[config.mk]
export PLATFORM = sky130hd
export DESIGN_NAME = stage_status_ctrl
export DESIGN_NICKNAME = d
export VERILOG_FILES = /design/src/rtl/stage_ctl_pkg.sv /design/src/rtl/stage_skid_fifo.sv /design/src/rtl/stage_status_fsm.sv /design/src/rtl/stage_status_ctrl.sv
export SDC_FILE = /design/constraint.sdc
export NUM_CORES = 1
export LEC_CHECK = 0
export BUFFER_PORTS_ARGS = -buffer_cell sky130_fd_sc_hd__buf_2
export CORE_MARGIN = 1.5
export CORE_UTILIZATION = 50
export DETAILED_ROUTE_END_ITERATION = 10
export MAX_ROUTING_LAYER = met4
export PLACE_DENSITY = 0.76
export SYNTH_ARGS = -nofsm -noshare
export SYNTH_HDL_FRONTEND = slang
export SYNTH_SLANG_ARGS = --single-unit
[constraint.sdc]
create_clock -name clk -period 3.85 [get_ports clk]
set_input_delay 0.5775 -clock clk [delete_from_list [all_inputs] [get_ports clk]]
set_output_delay 0.5775 -clock clk [all_outputs]
set_load 0.05 [all_outputs]
[src/rtl/stage_ctl_pkg.sv]
package stage_ctl_pkg;

  typedef enum logic [2:0] {
    ST_IDLE   = 3'd0,
    ST_RUN    = 3'd1,
    ST_BLOCK  = 3'd2,
    ST_UNBLK  = 3'd3,
    ST_SQUASH = 3'd4
  } stage_state_e;

  // Statuses in which the stage would normally try to dispatch.
  function automatic logic on_run_path(stage_state_e s);
    return (s == ST_IDLE) || (s == ST_RUN) || (s == ST_UNBLK);
  endfunction

endpackage

[src/rtl/stage_skid_fifo.sv]
module stage_skid_fifo #(
  parameter int W     = 16,
  parameter int DEPTH = 4
) (
  input  logic                         clk,
  input  logic                         rst_n,
  input  logic                         push,
  input  logic                         pop,
  input  logic                         flush,
  input  logic [W-1:0]                 din,
  output logic [W-1:0]                 head,
  output logic [$clog2(DEPTH+1)-1:0]   count,
  output logic                         full,
  output logic                         empty,
  output logic                         drop
);
  localparam int CNT_W = $clog2(DEPTH + 1);
  localparam int PTR_W = (DEPTH > 1) ? $clog2(DEPTH) : 1;

  logic [W-1:0]     mem [DEPTH];
  logic [PTR_W-1:0] wr_ptr, rd_ptr;

  function automatic logic [PTR_W-1:0] ptr_next(logic [PTR_W-1:0] p);
    return (p == PTR_W'(DEPTH - 1)) ? '0 : p + PTR_W'(1);
  endfunction

  function automatic logic [CNT_W-1:0] fill_next(logic [CNT_W-1:0] c,
                                                  logic inc, logic dec);
    return c + CNT_W'(inc) - CNT_W'(dec);
  endfunction

  logic push_ok, pop_ok;

  assign full    = (count == CNT_W'(DEPTH));
  assign empty   = (count == '0);
  assign pop_ok  = pop && !empty;
  assign push_ok = push && (!full || pop_ok);
  assign drop    = push && full && !pop_ok;
  assign head    = mem[rd_ptr];

  always_ff @(posedge clk or negedge rst_n) begin
    if (!rst_n) begin
      wr_ptr <= '0;
      rd_ptr <= '0;
      count  <= '0;
    end else if (flush) begin
      wr_ptr <= '0;
      rd_ptr <= '0;
      count  <= '0;
    end else begin
      if (push_ok) wr_ptr <= ptr_next(wr_ptr);
      if (pop_ok)  rd_ptr <= ptr_next(rd_ptr);
      count <= fill_next(count, push_ok, pop_ok);
    end
  end

  always_ff @(posedge clk) begin
    if (push_ok && !flush) mem[wr_ptr] <= din;
  end

  // the fill level never exceeds the depth
  p_fill_bound_r10: assert property (@(posedge clk) disable iff (!rst_n)
    count <= CNT_W'(DEPTH));

  // a dropped capture leaves the fill level unchanged
  p_no_overflow_r10: assert property (@(posedge clk) disable iff (!rst_n)
    (drop && !flush) |=> count == $past(count));

endmodule

[src/rtl/stage_status_fsm.sv]
module stage_status_fsm
  import stage_ctl_pkg::*;
#(
  parameter int CNT_W = 3
) (
  input  stage_state_e      state_q,
  input  logic              in_valid,
  input  logic              cmt_stall,
  input  logic              sq_any,
  input  logic              iq_full,
  input  logic [CNT_W-1:0]  skid_count,
  input  logic              skid_empty,
  output stage_state_e      state_d,
  output logic              push,
  output logic              pop,
  output logic              flush,
  output logic              disp_live,
  output logic              disp_replay,
  output logic              stall_up,
  output logic              stop_sq
);

  // Buffer runs dry after this cycle's pop when only one group remains
  // and nothing new is appended.
  function automatic logic drains_now(logic [CNT_W-1:0] c, logic add);
    return (c == CNT_W'(1)) && !add;
  endfunction

  always_comb begin
    state_d     = state_q;
    push        = 1'b0;
    pop         = 1'b0;
    flush       = 1'b0;
    disp_live   = 1'b0;
    disp_replay = 1'b0;
    stall_up    = 1'b0;
    stop_sq     = 1'b0;
    unique case (state_q)
      ST_IDLE, ST_RUN, ST_UNBLK: begin
        stall_up = (state_q == ST_UNBLK);
        if (cmt_stall) begin
          push    = in_valid;
          state_d = ST_BLOCK;
        end else if (sq_any) begin
          flush   = 1'b1;
          state_d = ST_SQUASH;
        end else if (state_q == ST_UNBLK) begin
          pop         = 1'b1;
          disp_replay = 1'b1;
          push        = in_valid;
          state_d     = drains_now(skid_count, in_valid) ? ST_RUN : ST_UNBLK;
        end else if (in_valid) begin
          if (iq_full) begin
            push     = 1'b1;
            stall_up = 1'b1;
            state_d  = ST_BLOCK;
          end else begin
            disp_live = 1'b1;
            state_d   = ST_RUN;
          end
        end
      end
      ST_BLOCK: begin
        stall_up = 1'b1;
        if (sq_any) begin
          flush   = 1'b1;
          state_d = ST_SQUASH;
        end else begin
          push = in_valid;
          if (!cmt_stall && !iq_full)
            state_d = (!skid_empty || in_valid) ? ST_UNBLK : ST_RUN;
        end
      end
      ST_SQUASH: begin
        if (!sq_any) begin
          stop_sq = 1'b1;
          state_d = ST_RUN;
        end
      end
      default: state_d = ST_IDLE;
    endcase
  end

endmodule

[src/rtl/stage_status_ctrl.sv]
module stage_status_ctrl
  import stage_ctl_pkg::*;
#(
  parameter int GROUP_W    = 16,
  parameter int SKID_DEPTH = 4,
  parameter int FREE_W     = 6
) (
  input  logic                clk,
  input  logic                rst_n,
  input  logic                rn_valid,
  input  logic [GROUP_W-1:0]  rn_group,
  input  logic                cm_stall,
  input  logic                cm_squash,
  input  logic                cm_rob_squash,
  input  logic                iq_full,
  input  logic [FREE_W-1:0]   iq_free,
  output logic                stall_to_rename,
  output logic [FREE_W-1:0]   free_to_rename,
  output logic                disp_valid,
  output logic [GROUP_W-1:0]  disp_group,
  output logic                stop_squash,
  output logic                skid_overflow,
  output logic [2:0]          stage_state
);
  localparam int CNT_W = $clog2(SKID_DEPTH + 1);

  stage_state_e state_q, state_d;
  logic sq_any;
  logic push, pop, flush, disp_live, disp_replay;
  logic [GROUP_W-1:0] skid_head;
  logic [CNT_W-1:0]   skid_count;
  logic skid_full, skid_empty, skid_drop;

  assign sq_any = cm_squash || cm_rob_squash;

  stage_status_fsm #(.CNT_W(CNT_W)) u_fsm (
    .state_q     (state_q),
    .in_valid    (rn_valid),
    .cmt_stall   (cm_stall),
    .sq_any      (sq_any),
    .iq_full     (iq_full),
    .skid_count  (skid_count),
    .skid_empty  (skid_empty),
    .state_d     (state_d),
    .push        (push),
    .pop         (pop),
    .flush       (flush),
    .disp_live   (disp_live),
    .disp_replay (disp_replay),
    .stall_up    (stall_to_rename),
    .stop_sq     (stop_squash)
  );

  stage_skid_fifo #(.W(GROUP_W), .DEPTH(SKID_DEPTH)) u_skid (
    .clk   (clk),
    .rst_n (rst_n),
    .push  (push),
    .pop   (pop),
    .flush (flush),
    .din   (rn_group),
    .head  (skid_head),
    .count (skid_count),
    .full  (skid_full),
    .empty (skid_empty),
    .drop  (skid_drop)
  );

  always_ff @(posedge clk or negedge rst_n) begin
    if (!rst_n) begin
      state_q        <= ST_IDLE;
      free_to_rename <= '0;
    end else begin
      state_q        <= state_d;
      free_to_rename <= iq_free;
    end
  end

  assign disp_valid    = disp_live || disp_replay;
  assign disp_group    = disp_replay ? skid_head : rn_group;
  assign skid_overflow = skid_drop;
  assign stage_state   = state_q;

  // blocked always holds rename
  p_block_stall_r6: assert property (@(posedge clk) disable iff (!rst_n)
    (state_q == ST_BLOCK) |-> stall_to_rename);

  // draining keeps rename held
  p_drain_stall_r7: assert property (@(posedge clk) disable iff (!rst_n)
    (state_q == ST_UNBLK) |-> stall_to_rename);

  // commit hold on the run path leads to blocked
  p_hold_blocks_r3: assert property (@(posedge clk) disable iff (!rst_n)
    (on_run_path(state_q) && cm_stall) |=> (state_q == ST_BLOCK));

  // leaving squash returns to running with a stop pulse
  p_squash_exit_r8: assert property (@(posedge clk) disable iff (!rst_n)
    (state_q == ST_SQUASH && !cm_squash && !cm_rob_squash)
      |-> stop_squash ##1 (state_q == ST_RUN));

  // the skid buffer is empty throughout squashing
  p_squash_empty_r9: assert property (@(posedge clk) disable iff (!rst_n)
    (state_q == ST_SQUASH) |-> (skid_count == '0));

  // the free count follows the queue input one cycle later
  p_free_delay_r11: assert property (@(posedge clk) disable iff (!rst_n)
    1'b1 |=> (free_to_rename == $past(iq_free)));

endmodule

# Yosys cells after proc, flatten, opt, wreduce, memory -nomap -nowiden
# Memories as Yosys holds them, arrays and structs flattened.
# Cells that the tools add are included.
[classes]
add_sub_neg = 4
eq_ne = 11
muxes = 47
n_reduce_logical = 24
[op_table]
columns = ["cell", "n"]
rows = [
  ["$mux W1", 25],
  ["$mux W3", 8],
  ["$mux W2", 9],
  ["$mux W16", 1],
  ["$pmux W3 S3", 1],
  ["$logic_and A1 B1 Y1", 7],
  ["$logic_not A1 Y1", 7],
  ["$eq A3 B1 Y1 const B", 2],
  ["$eq A3 B2 Y1 const B", 2],
  ["$eq A3 B3 Y1 const B", 2],
  ["$logic_not A3 Y1", 2],
  ["$pmux W1 S2", 3],
  ["$ne A5 B3 Y1 const B", 1],
  ["$add A2 B1 Y2 const B", 2],
  ["$eq A2 B2 Y1 const B", 2],
  ["$logic_or A1 B1 Y1", 4],
  ["$reduce_bool A2 Y1", 2],
  ["$add A3 B1 Y3", 1],
  ["$ne A3 B1 Y1 const B", 1],
  ["$reduce_and A3 Y1", 1],
  ["$reduce_or A3 Y1", 1],
  ["$sub A3 B1 Y3", 1],
  ["$ne A2 B2 Y1 const B", 1],
]
[word_totals]
regBits = 16
ramBits = 64
out_inout_bits = 29
elab_cells = 92
mem_count = 1
[memory_table]
columns = ["memory", "words", "width", "rd", "rd_clocked_by_memory_dff", "write_ports", "line", "text"]
rows = [
  ["u_skid.mem", 4, 16, 1, 0, 1, "stage_skid_fifo.sv:20", "logic [W-1:0] mem [DEPTH];"],
]

# Depth between registers and ports, before layout
# Gate-level depths: netlist (run 1).
[depth]
depth_word = 11
mapped_depth = 11

# By module
# A second synthesis (run 1) with hierarchy kept.
[unflattened]
cells_unflattened = 189
area_unflattened_um2 = 3475.8
[modules_own_cells]
columns = ["module", "instances", "cells_each", "area_per_inst_um2", "seq_area_each_um2"]
rows = [
  ["stage_skid_fifo", 1, 131, 2798.9, 2097.0],
  ["stage_status_ctrl", 1, 29, 483.0, 225.2],
  ["stage_status_fsm", 1, 29, 193.9, 0.0],
]

# Worst setup path before layout (run 1)
# OpenSTA, ideal clock, no wires.
[synth_timing]
kind = "reg-to-output"
from = "reg state_q[2], in the netlist stage_state[2]"
to = "out skid_overflow"
arrival_time_ns = 2.703
path_slack_ns = 0.569
path_stages_with_launch = 5
n_path_buf = 1
path_cell_list = "dfrtp_1 -> or4_1 -> buf_2 -> o211ai_2 -> nor4_1"
[synth_between]
elab_chain_cells = 8
elab_cells_between_ends = 17
cone_classes = "3 x eq/ne; 8 x mux; 6 x reduce/logical"
[synth_rtl]
columns = ["item", "line", "text"]
rows = [
  ["start, declared", "stage_status_ctrl.sv:27", "stage_state_e state_q, state_d;"],
  ["start signal, assigned", "stage_status_ctrl.sv:73", "state_q <= state_d;"],
  ["$eq A3 B2 Y1", "stage_status_fsm.sv:38, stage_status_fsm.sv:47", ""],
  ["$mux W1", "stage_status_fsm.sv:47", "end else if (state_q == ST_UNBLK) begin"],
  ["$mux W1", "stage_status_fsm.sv:44", "end else if (sq_any) begin"],
  ["$mux W1", "stage_status_fsm.sv:41", "if (cmt_stall) begin"],
  ["$mux W1", "stage_status_fsm.sv:38", "unique case (state_q)"],
  ["$logic_and A1 B1 Y1", "stage_skid_fifo.sv:36", "assign pop_ok = pop && !empty;"],
  ["$logic_not A1 Y1", "stage_skid_fifo.sv:38", "assign drop = push && full && !pop_ok;"],
  ["$logic_and A1 B1 Y1 *", "stage_skid_fifo.sv:38", ""],
  ["end, declared", "stage_status_ctrl.sv:22", "output logic skid_overflow,"],
]
# Mark *: on every way between the ends. The rest lies on a longest branch, timed or not.

# Worst setup path after layout (run 1)
[layout_timing]
from = "reg state_q[2], in the netlist stage_state[2]"
to = "out disp_group[7]"
[layout_between]
elab_chain_cells = 6
elab_cells_between_ends = 9
cone_classes = "2 x eq/ne; 5 x mux; 2 x reduce/logical"
[layout_rtl]
columns = ["item", "line", "text"]
rows = [
  ["$eq A3 B2 Y1", "stage_status_fsm.sv:38, stage_status_fsm.sv:47", ""],
  ["$mux W1", "stage_status_fsm.sv:47", ""],
  ["$mux W1", "stage_status_fsm.sv:44", ""],
  ["$mux W1", "stage_status_fsm.sv:41", ""],
  ["$mux W1 *", "stage_status_fsm.sv:38", ""],
  ["$mux W16 *", "stage_status_ctrl.sv:79", "assign disp_group = disp_replay ? skid_head : rn_group;"],
  ["end, declared", "stage_status_ctrl.sv:20", "output logic [GROUP_W-1:0] disp_group,"],
]
# Marked as above.

==> impl_results.md, run 1 <==
- H-Tree Depth: 3
- Detail Placement HPWL: a little under 4000 um
- Total global routing overflow: 0
- Synth Area in Adders: 0.0318
- Yosys reg bits: 80
- Post-DP Area: roughly 3800 um2
- Power Density: 554 nW/um2
- Drt drc: 2
- Avg Inst Size Synth: 18.0 um2
- Final #Nets: about 290
- First-pass GRT wire length: 9630 um
- Post-CTS Hold Buffers: 0
- Routed wire per std cell: 17.9 um
- Reg2Reg Capture Point: u_skid.count[2]
- Die width: 85.3 um
- CTS sink cnt: 80
- Post-synthesis instance total: ~190
- Fmax: between 0.3 and 0.4 GHz
- WHS: ~0.14 ns
- Number of placement rows: 29
- Xor/xnor share of the synthesized area: 0.00517
- DR pass1 iterations: 7
- Most frequent cells in the layout: 64 x edfxtp_1, 57 x buf_2, 16 x mux4_2, 16 x mux2_2, 16 x dfrtp_1
- Worst setup EP type: primary output
- Seq/Total Area, Yosys: 0.685
- Setup_tns: 0 ns
- Count of buffers from port buffering: 57
- Resize count post-CTS: 0
- Total track usage: 0.186
- Final WL: about 6000 um
- Root Buffer: clkbuf_8
- DIE HEIGHT: 85.3 um
- Reg-to-reg startpoint: stage_state[2]
- Mux cell area share after synthesis: 0.172
- Initial antenna violation count: 0
- Num CTS Buffers: 9
- Gpl congestion: 0.886
- DR iter-0 viols: 170
- Type of the worst setup path: reg -> out
- Busiest grt layer: met2
- Area grow syn2layout: 18.2%
- Most common cell after layout, fill and taps aside: edfxtp_1
- Via Count: around 1900
- Avg Vias per Cell: between 5 and 6
- Initial Utilization: 0.525
- Layout cells sized above 1: 0.437
- Synth Area in Compound Gates: 0.0273
- Max Cap Viol: 0
- Worst setup SP type: flip-flop
- Cell Area, Synth: 3390 um2
- Largest family of logic cells by synthesized area: multiplexers
- Die Footprint: approximately 7300 um2
- Vias in the first global route: 1919
- Async SR Flop Fraction: 0.200
- Setup Skew: between 0.009 and 0.01 ns
- Crit path DAT: approximately 2.7 ns
- Post-route cell area: roughly 4000 um2
- WP buf/inv: 1
- Synth Net Count: roughly 230
- Critical path's largest stage delay: ~0.7 ns
- Worst-path cell chain: or4_1, nor2_4, mux2_2, buf_2
- R2R depth: 10
- Delay-heaviest family, CP: simple AND/OR/NAND/NOR gates
- Main flop type after synthesis: edfxtp_1
- Yosys top cell by area: edfxtp_1
- ANT cells: 0
- Count of different cell masters after synthesis: 37
- Yosys top cell area share: 0.567
- Remaining antenna violation count: 0
- GR Util met2: 0.291
- Fin. Hold Viols: 0
- Simple-Gate Fraction of Synth Area: 0.0595
- EDFF count, synth: between 60 and 70
- Worst setup path start: stage_state[2]
- Worst-path clk slew: 0.08 ns
- Final Max Tran Viols: 0
- Fin cells: between 300 and 400
- Unrepaired setup endpoints after global routing: no
- Worst-margin pin slew: a little over 0.8 ns
- Hold Crit Class: in -> async
- Core Area: about 6500 um2
- Dpl ws: around 0.72 ns
- Synth warn: 0
- Worst vdd ir: about 0.25 mV
- Failing checks: DRC
- Top post-synthesis cells by area: edfxtp_1 57%, dfrtp_1 12%, mux4_2 11%, mux2_2 5.3%, ha_1 2.6%
- # placed instances: 322
- Largest net degree at the start of global routing: 19
- CTS tree: built
- Worst rel slew slack: 0.450
- Outcome: complete, but fails checks
- # setup viols final: 0
- Post-CTS Setup Bufs: 0
- Crit path max fanout: 16
- Clock Path Buffers: 2
- Crit share post-route: 0.840
- Final worst slack: 0.614 ns
- M1 GR Usage: 0.240
- R2R Setup Slk: approximately 0.94 ns
- Leak: between 1.5 and 2 nW
- Minimum clock period: 3.24 ns
- Clock Latency Late Sink: 0.35 ns
- CP max-delay cell: or4_1
- Top Ports: 58
- M3 GR Usage: 0.0321
- Critical Path RT: 3.27 ns
-- Yosys cell counts, drive strengths merged, types with 2 or more instances --
| library cell | instances |
|---|---|
| inv | 7 |
| nand2b | 2 |
| nand2 | 5 |
| dfrtp | 16 |
| mux2i | 2 |
| or4 | 2 |
| mux2 | 18 |
| nor3 | 4 |
| mux4 | 16 |
| a21oi | 2 |
| o31ai | 2 |
| and2 | 4 |
| edfxtp | 64 |
| ha | 7 |
| nor2 | 13 |
| nor4 | 2 |
| buf | 5 |
| clkbuf | 2 |
-- state kept, by name, summed over array words and instances, names as in the netlist --
name            count
free_to_rename      6
u_skid.mem         64
u_skid.rd_ptr       2
stage_state         3
u_skid.wr_ptr       2
u_skid.count        3
-- worst max path at each step --
stage | depth (start not counted) | to
2_1_floorplan | 4 | skid_overflow
3_3_place_gp | 11 | u_skid.count[2]
3_5_place_dp | 11 | u_skid.count[2]
4_1_cts | 4 | disp_group[0]
5_1_grt | 4 | disp_group[7]
6_report | 4 | disp_group[7]
-- metal layers --
layer / up-vias / share of wire / wire (um)
met2: 38 / 0.51 / 3070
li1: 873 / - / -
met3: 11 / 0.036 / 216
met4: 0 / 0.019 / 117
met5: - / 0 / 0
met1: 930 / 0.44 / 2630
-- metrics by stage --
stage	power (mW)	utilization
2_1_floorplan	1.43	-
3_3_place_gp	1.55	0.586
3_5_place_dp	1.57	0.586
4_1_cts	2.24	0.620
5_1_grt	2.32	0.620
6_report	2.22	0.620
-- logic make-up (layout without fill, tap and decap cells) --
logic type | count (synthesis) | in the layout
compound gates | 12 | 12
xor+xnor | 2 | 2
fa+ha+maj | 8 | 8
buf+inv | 14 | 87
flops | 80 | 80
mux | 36 | 36
simple gates | 36 | 36
-- power by group --
group	leakage [nW]	switching, mW	internal, mW	total [mW]
clock network	0.103	0.304	0.369	0.673
registers	0.781	0.0627	1.03	1.09
logic	0.625	0.296	0.160	0.456
-- final cells by class --
cell class	count	area, um2
Clock buffer	10	128
Clock inverter	6	92.6
Fill cell	483	2450
Inverter	7	26.3
Multi-Input combinational cell	94	1000
Sequential cell	80	2320
Tap cell	77	96.3
Timing Repair Buffer	64	338
Power figures use the tool's default switching activity.
==> run 2, diff against run 1 <==
==> constraint.sdc (replaced) <==
create_clock -name clk -period 3 [get_ports clk]
set_input_delay 0.45 -clock clk [delete_from_list [all_inputs] [get_ports clk]]
set_output_delay 0.45 -clock clk [all_outputs]
set_load 0.05 [all_outputs]
==> run 2 against run 1 <==
  * The flow still finishes with violations (DRC)
  * Via count rose by 2.8%
  * Largest cell class unchanged
  * Sequential power rose by 28%
  * Die area did not move
  * Flip-flop and latch count unchanged
  * Cell count up 1.8%
  * Cell area is 2.5% higher
  * Count of clock-buffer cells in the layout is the same
  * Critical endpoint is now disp_group[11]
  * First-iteration DRC count is 14% higher
  * Global-route usage decreased by 0.11 points
  * Clock power grew 39%
  * Core utilization up 1.5 points
==> impl_results.md, run 2 (synthesis results as in run 1) <==
- Crit path DAT: between 2 and 2.5 ns
- Crit share post-route: 0.924
- Setup_tns: 0 ns
- Root Buffer: clkbuf_8
- Sequential cell area: about 2300 um2
- Final worst slack: around 0.23 ns
- DR iter-0 viols: ~190
- Largest net degree at the start of global routing: 17
- R2R depth: 10
- Register with the most flip-flops: u_skid.mem
- H-Tree Depth: 3
- Minimum clock period: 2.77 ns
- Fillers: 477
- Fin cells: about 340
- Worst-path clk slew: 0.07 ns
- CTS tree: built
- Die width: around 85 um
- Avg Vias per Cell: 5.53
- Layout cells sized above 1: 0.453
- Leak: 1.56 nW
- Initial Utilization: 0.525
- Count of buffers from port buffering: 57
- Worst rel slew slack: 0.679
- Most common cell after layout, fill and taps aside: edfxtp_1
- Reg-to-reg startpoint: stage_state[2]
- Total global routing overflow: 0
- First-pass GRT wire length: around 9700 um
- Post-CTS Setup Bufs: 0
- Biggest regs: u_skid.mem: 64 flops, free_to_rename: 6 flops
- Critical path's largest stage delay: 0.58 ns
- Crit path max fanout: 16
- Area of the multi-input gates: 1010 um2
- Clock Path Buffers: 2
- Highest metal used: met4
- Power Density: just over 700 nW/um2
- Met2 wire length: 3070 um
- Gpl congestion: about 0.9
- Num CTS Buffers: 9
- Critical Path RT: 2.55 ns
- Routed wire per std cell: ~17 um
- Initial antenna violation count: 0
- # setup viols final: 0
- Outcome: complete, but fails checks
- Worst-margin pin slew: around 0.48 ns
- Remaining antenna violation count: 0
- Total track usage: 0.185
- Resize count post-CTS: 0
- Max FFs per register: 64
- # placed instances: 328
- Setup Skew: around 0.016 ns
- Worst-path cell chain: or4_1, buf_4, nor2_4, buf_12, mux2_2, buf_2
- Top Ports: 58
- DR pass1 iterations: 7
- Fin. Hold Viols: 0
- Dpl ws: 0.234 ns
- ANT cells: 0
- Final Max Tran Viols: 0
- Drt drc: 4
- Worst setup SP type: flip-flop
- Post-DP Area: 3860 um2
- Type of the worst setup path: reg -> out
- Vias in the first global route: 1964
- CP max-delay cell: or4_1
- Reg2Reg Capture Point: u_skid.count[2]
- Met3 wire len: approximately 180 um
- Post-route cell area: between 4000 and 5000 um2
- CTS sink cnt: 80
- Post-CTS Hold Buffers: 0
- Area grow syn2layout: 21.1%
- Via Count: approximately 1900
- Layout Utilization: 0.635
- Met1 wire length: between 2000 and 3000 um
- Max Cap Viol: 0
- DIE HEIGHT: between 80 and 90 um
- Worst setup EP type: primary output
- Final WL: 5940 um
- Failing checks: DRC
- Die Footprint: between 7000 and 8000 um2
- Unrepaired setup endpoints after global routing: no
- Clock Latency Late Sink: 0.34 ns
- Worst vdd ir: 0.512 mV
- Detail Placement HPWL: 3970 um
- Most frequent cells in the layout: 64 x edfxtp_1, 57 x buf_2, 16 x mux4_2, 16 x mux2_2, 16 x dfrtp_1
- Core Area: ~6500 um2
- Number of placement rows: 29
- Fmax: 0.361 GHz
- Final #Nets: around 300
- R2R Setup Slk: a little under 0.5 ns
- Hold Crit Class: in -> async
[run 2: critical path, delay by kind of cell (launching register included)]
family / cells / cell delay [ns]
buffers and inverters: 3 / 0.56
multiplexers: 1 / 0.35
AND/OR/NAND/NOR: 2 / 0.69
flip-flops: 1 / 0.38
[run 2: metal layers]
layer  up-vias  track usage
met2        45        0.297
met5         -            -
li1        886            -
met1       967        0.235
met3         6       0.0350
met4         0       0.0748
[run 2: power breakdown]
| part | internal (mW) | switching [mW] | leakage (nW) |
|---|---|---|---|
| Combinational | 0.219 | 0.392 | 0.662 |
| Clock | 0.558 | 0.377 | 0.117 |
| Sequential | 1.32 | 0.0699 | 0.781 |
[run 2: stage by stage]
| step | hold WS (ns) | power, mW |
|---|---|---|
| after floorplan | 0.154 | 1.84 |
| after global placement | 0.383 | 2.02 |
| after detailed placement | 0.391 | 2.03 |
| after CTS | 0.0284 | 2.96 |
| after global routing | 0.0398 | 3.08 |
| final | 0.0265 | 2.94 |
[run 2: final cells by class]
type	count	area share
Inverter	7	0.00640
Sequential cell	80	0.566
Multi-Input combinational cell	94	0.246
Tap cell	77	0.0235
Timing Repair Buffer	70	0.0994
Clock inverter	6	0.0280
Clock buffer	10	0.0311
[run 2: worst max-delay path by stage]
stage	start	to	slack (ns)	cells past startpoint
4_1_cts	stage_state[2]	disp_group[11]	0.20	6
3_3_place_gp	cm_stall	u_skid.count[2]	0.28	11
5_1_grt	stage_state[2]	disp_group[12]	0.13	6
6_report	stage_state[2]	disp_group[11]	0.23	6
3_5_place_dp	cm_stall	u_skid.count[2]	0.23	11
2_1_floorplan	stage_state[2]	u_skid.count[2]	0.05	11
==> run 3, diff against run 2 <==
--- a/config.mk
+++ b/config.mk
@@ -7,10 +7,10 @@
 export LEC_CHECK = 0
 export BUFFER_PORTS_ARGS = -buffer_cell sky130_fd_sc_hd__buf_2
 export CORE_MARGIN = 1.5
-export CORE_UTILIZATION = 50
+export CORE_UTILIZATION = 45
 export DETAILED_ROUTE_END_ITERATION = 10
 export MAX_ROUTING_LAYER = met4
-export PLACE_DENSITY = 0.76
+export PLACE_DENSITY = 0.7
 export SYNTH_ARGS = -nofsm -noshare
 export SYNTH_HDL_FRONTEND = slang
 export SYNTH_SLANG_ARGS = --single-unit
==> run 3 against run 2 <==
  * The run now ends clean
  * Cell area grew 0.34%
  * Sequential power is essentially flat
  * Global-route usage decreased by 1.4 points
  * Critical path depth unchanged
  * Fmax shrank 1.3%
==> impl_results.md, run 3 (synthesis results as in run 1) <==
- Outcome: completed
- Remaining antenna violation count: 0
- Worst-path cell chain: or4_1, buf_4, nor2_4, buf_12, mux2_2, buf_2
- WP buf/inv: 3
- Type of the worst setup path: reg -> out
- Initial antenna violation count: 0
- Setup_tns: 0 ns
- Die width: about 90 um
- Delay-heaviest family, CP: simple AND/OR/NAND/NOR gates
- Power Density: 702 nW/um2
- H-Tree Depth: 3
- Unrepaired setup endpoints after global routing: no
- Post-CTS Setup Bufs: 0
- Final worst slack: 0.192 ns
- Vias in the first global route: 2000
- Critical Path RT: ~2.6 ns
- Most common cell after layout, fill and taps aside: edfxtp_1
- Total global routing overflow: 0
- Via Count: between 1500 and 2000
- CTS tree: built
- Met3 wire len: 242 um
- DR iter-0 viols: slightly below 100
- Drt drc: 0
- Crit path max fanout: 16
- Detail Placement HPWL: just over 4000 um
- Critical path's largest stage delay: around 0.6 ns
- Total track usage: 0.171
- Dpl ws: between 0.2 and 0.25 ns
- Worst rel slew slack: 0.760
- Number of placement rows: 31
- Layout cells sized above 1: 0.461
- Count of buffers from port buffering: 57
- Highest metal used: met4
- Avg Vias per Cell: about 5.2
- Num CTS Buffers: 9
- CP max-delay cell: or4_1
- Final WL: ~6100 um
- Final #Nets: approximately 300
- Fmax: 0.356 GHz
- Met1 wire length: between 2000 and 3000 um
- Hold Crit Class: in -> async
- Met2 wire length: ~3200 um
- Register with the most flip-flops: u_skid.mem
- Leak: between 1.5 and 2 nW
- ANT cells: 0
- Clock Latency Late Sink: ~0.35 ns
- Worst setup SP type: flip-flop
- DIE HEIGHT: 89.8 um
- # setup viols final: 0
- Biggest regs: u_skid.mem: 64 flops, free_to_rename: 6 flops
- Clock Path Buffers: 2
- Routed wire per std cell: about 17 um
- Minimum clock period: between 2 and 3 ns
- Worst setup EP type: primary output
- Fin. Hold Viols: 0
- Core Area: between 7000 and 8000 um2
- Gpl congestion: 0.853
- First-pass GRT wire length: 10200 um
- Worst-path clk slew: 0.08 ns
- Max Cap Viol: 0
- Top Ports: 58
- R2R depth: 10
- CTS sink cnt: 80
- Crit path DAT: 2.36 ns
- Fillers: about 600
- Setup Skew: around 0.0093 ns
- Worst path depth: 6
- Root Buffer: clkbuf_8
- Crit share post-route: 0.936
- Resize count post-CTS: 0
- Worst vdd ir: 0.498 mV
- Largest net degree at the start of global routing: 17
- Worst-margin pin slew: approximately 0.35 ns
- Most frequent cells in the layout: 64 x edfxtp_1, 57 x buf_2, 16 x mux4_2, 16 x mux2_2, 16 x dfrtp_1
- Initial Utilization: 0.467
- Max FFs per register: 64
- Die Footprint: ~8000 um2
- Area grow syn2layout: 21.5%
- DR pass1 iterations: 4
- Final Max Tran Viols: 0
- Post-CTS Hold Buffers: 0
run 3: changes by cell type in the layout (fill, tap and decap cells not counted), sizes merged:
cell,delta
clkinv,+1
inv,+1
clkbuf,-1
bufinv,-1
buf,+2
run 3: layer usage:
layer,vias to the layer above,track usage
met4,0,0.0833
met1,964,0.213
met2,53,0.274
met5,-,-
met3,11,0.0279
li1,891,-
run 3: layout make-up:
class	instances	area [um2]	area share
flip-flops and latches	80	2320	0.564
inverters	7	26.3	0.00638
multi-input cells	94	1010	0.245
clock buffers	9	124	0.0301
clock inverters	7	103	0.0249
repair buffers	72	410	0.0997
well taps	99	124	0.0301
run 3: where the power goes:
part	switching, mW	internal [mW]	total, mW
combinational	0.402	0.223	0.624
sequential	0.0707	1.32	1.39
clock	0.396	0.477	0.873
total	0.869	2.02	2.89
run 3: worst paths after layout:
kind	startpoint	end	slack (ns)
max	stage_state[2]	disp_group[5]	0.19
min	rst_n	free_to_rename[4]	0.003
max reg2reg	stage_state[2]	u_skid.count[2]	0.46
min reg2reg	stage_state[0]	stage_state[0]	0.56
max in group asynchronous	rst_n	u_skid.count[1]	2.72
min in group clk	iq_free[3]	free_to_rename[3]	0.20
run 3: per-stage QoR:
stage / hold WS [ns] / power [mW] / util / std cells / cell area (um2)
floorplan: 0.154 / 1.84 / - / 188 / 3390
global placement: 0.388 / 2.02 / 0.536 / 352 / 3890
detailed placement: 0.388 / 2.04 / 0.536 / 352 / 3890
CTS: 0.00660 / 2.92 / 0.568 / 368 / 4120
global route: 0.0330 / 3.03 / 0.568 / 368 / 4120
finish: 0.00293 / 2.89 / 0.568 / 368 / 4120
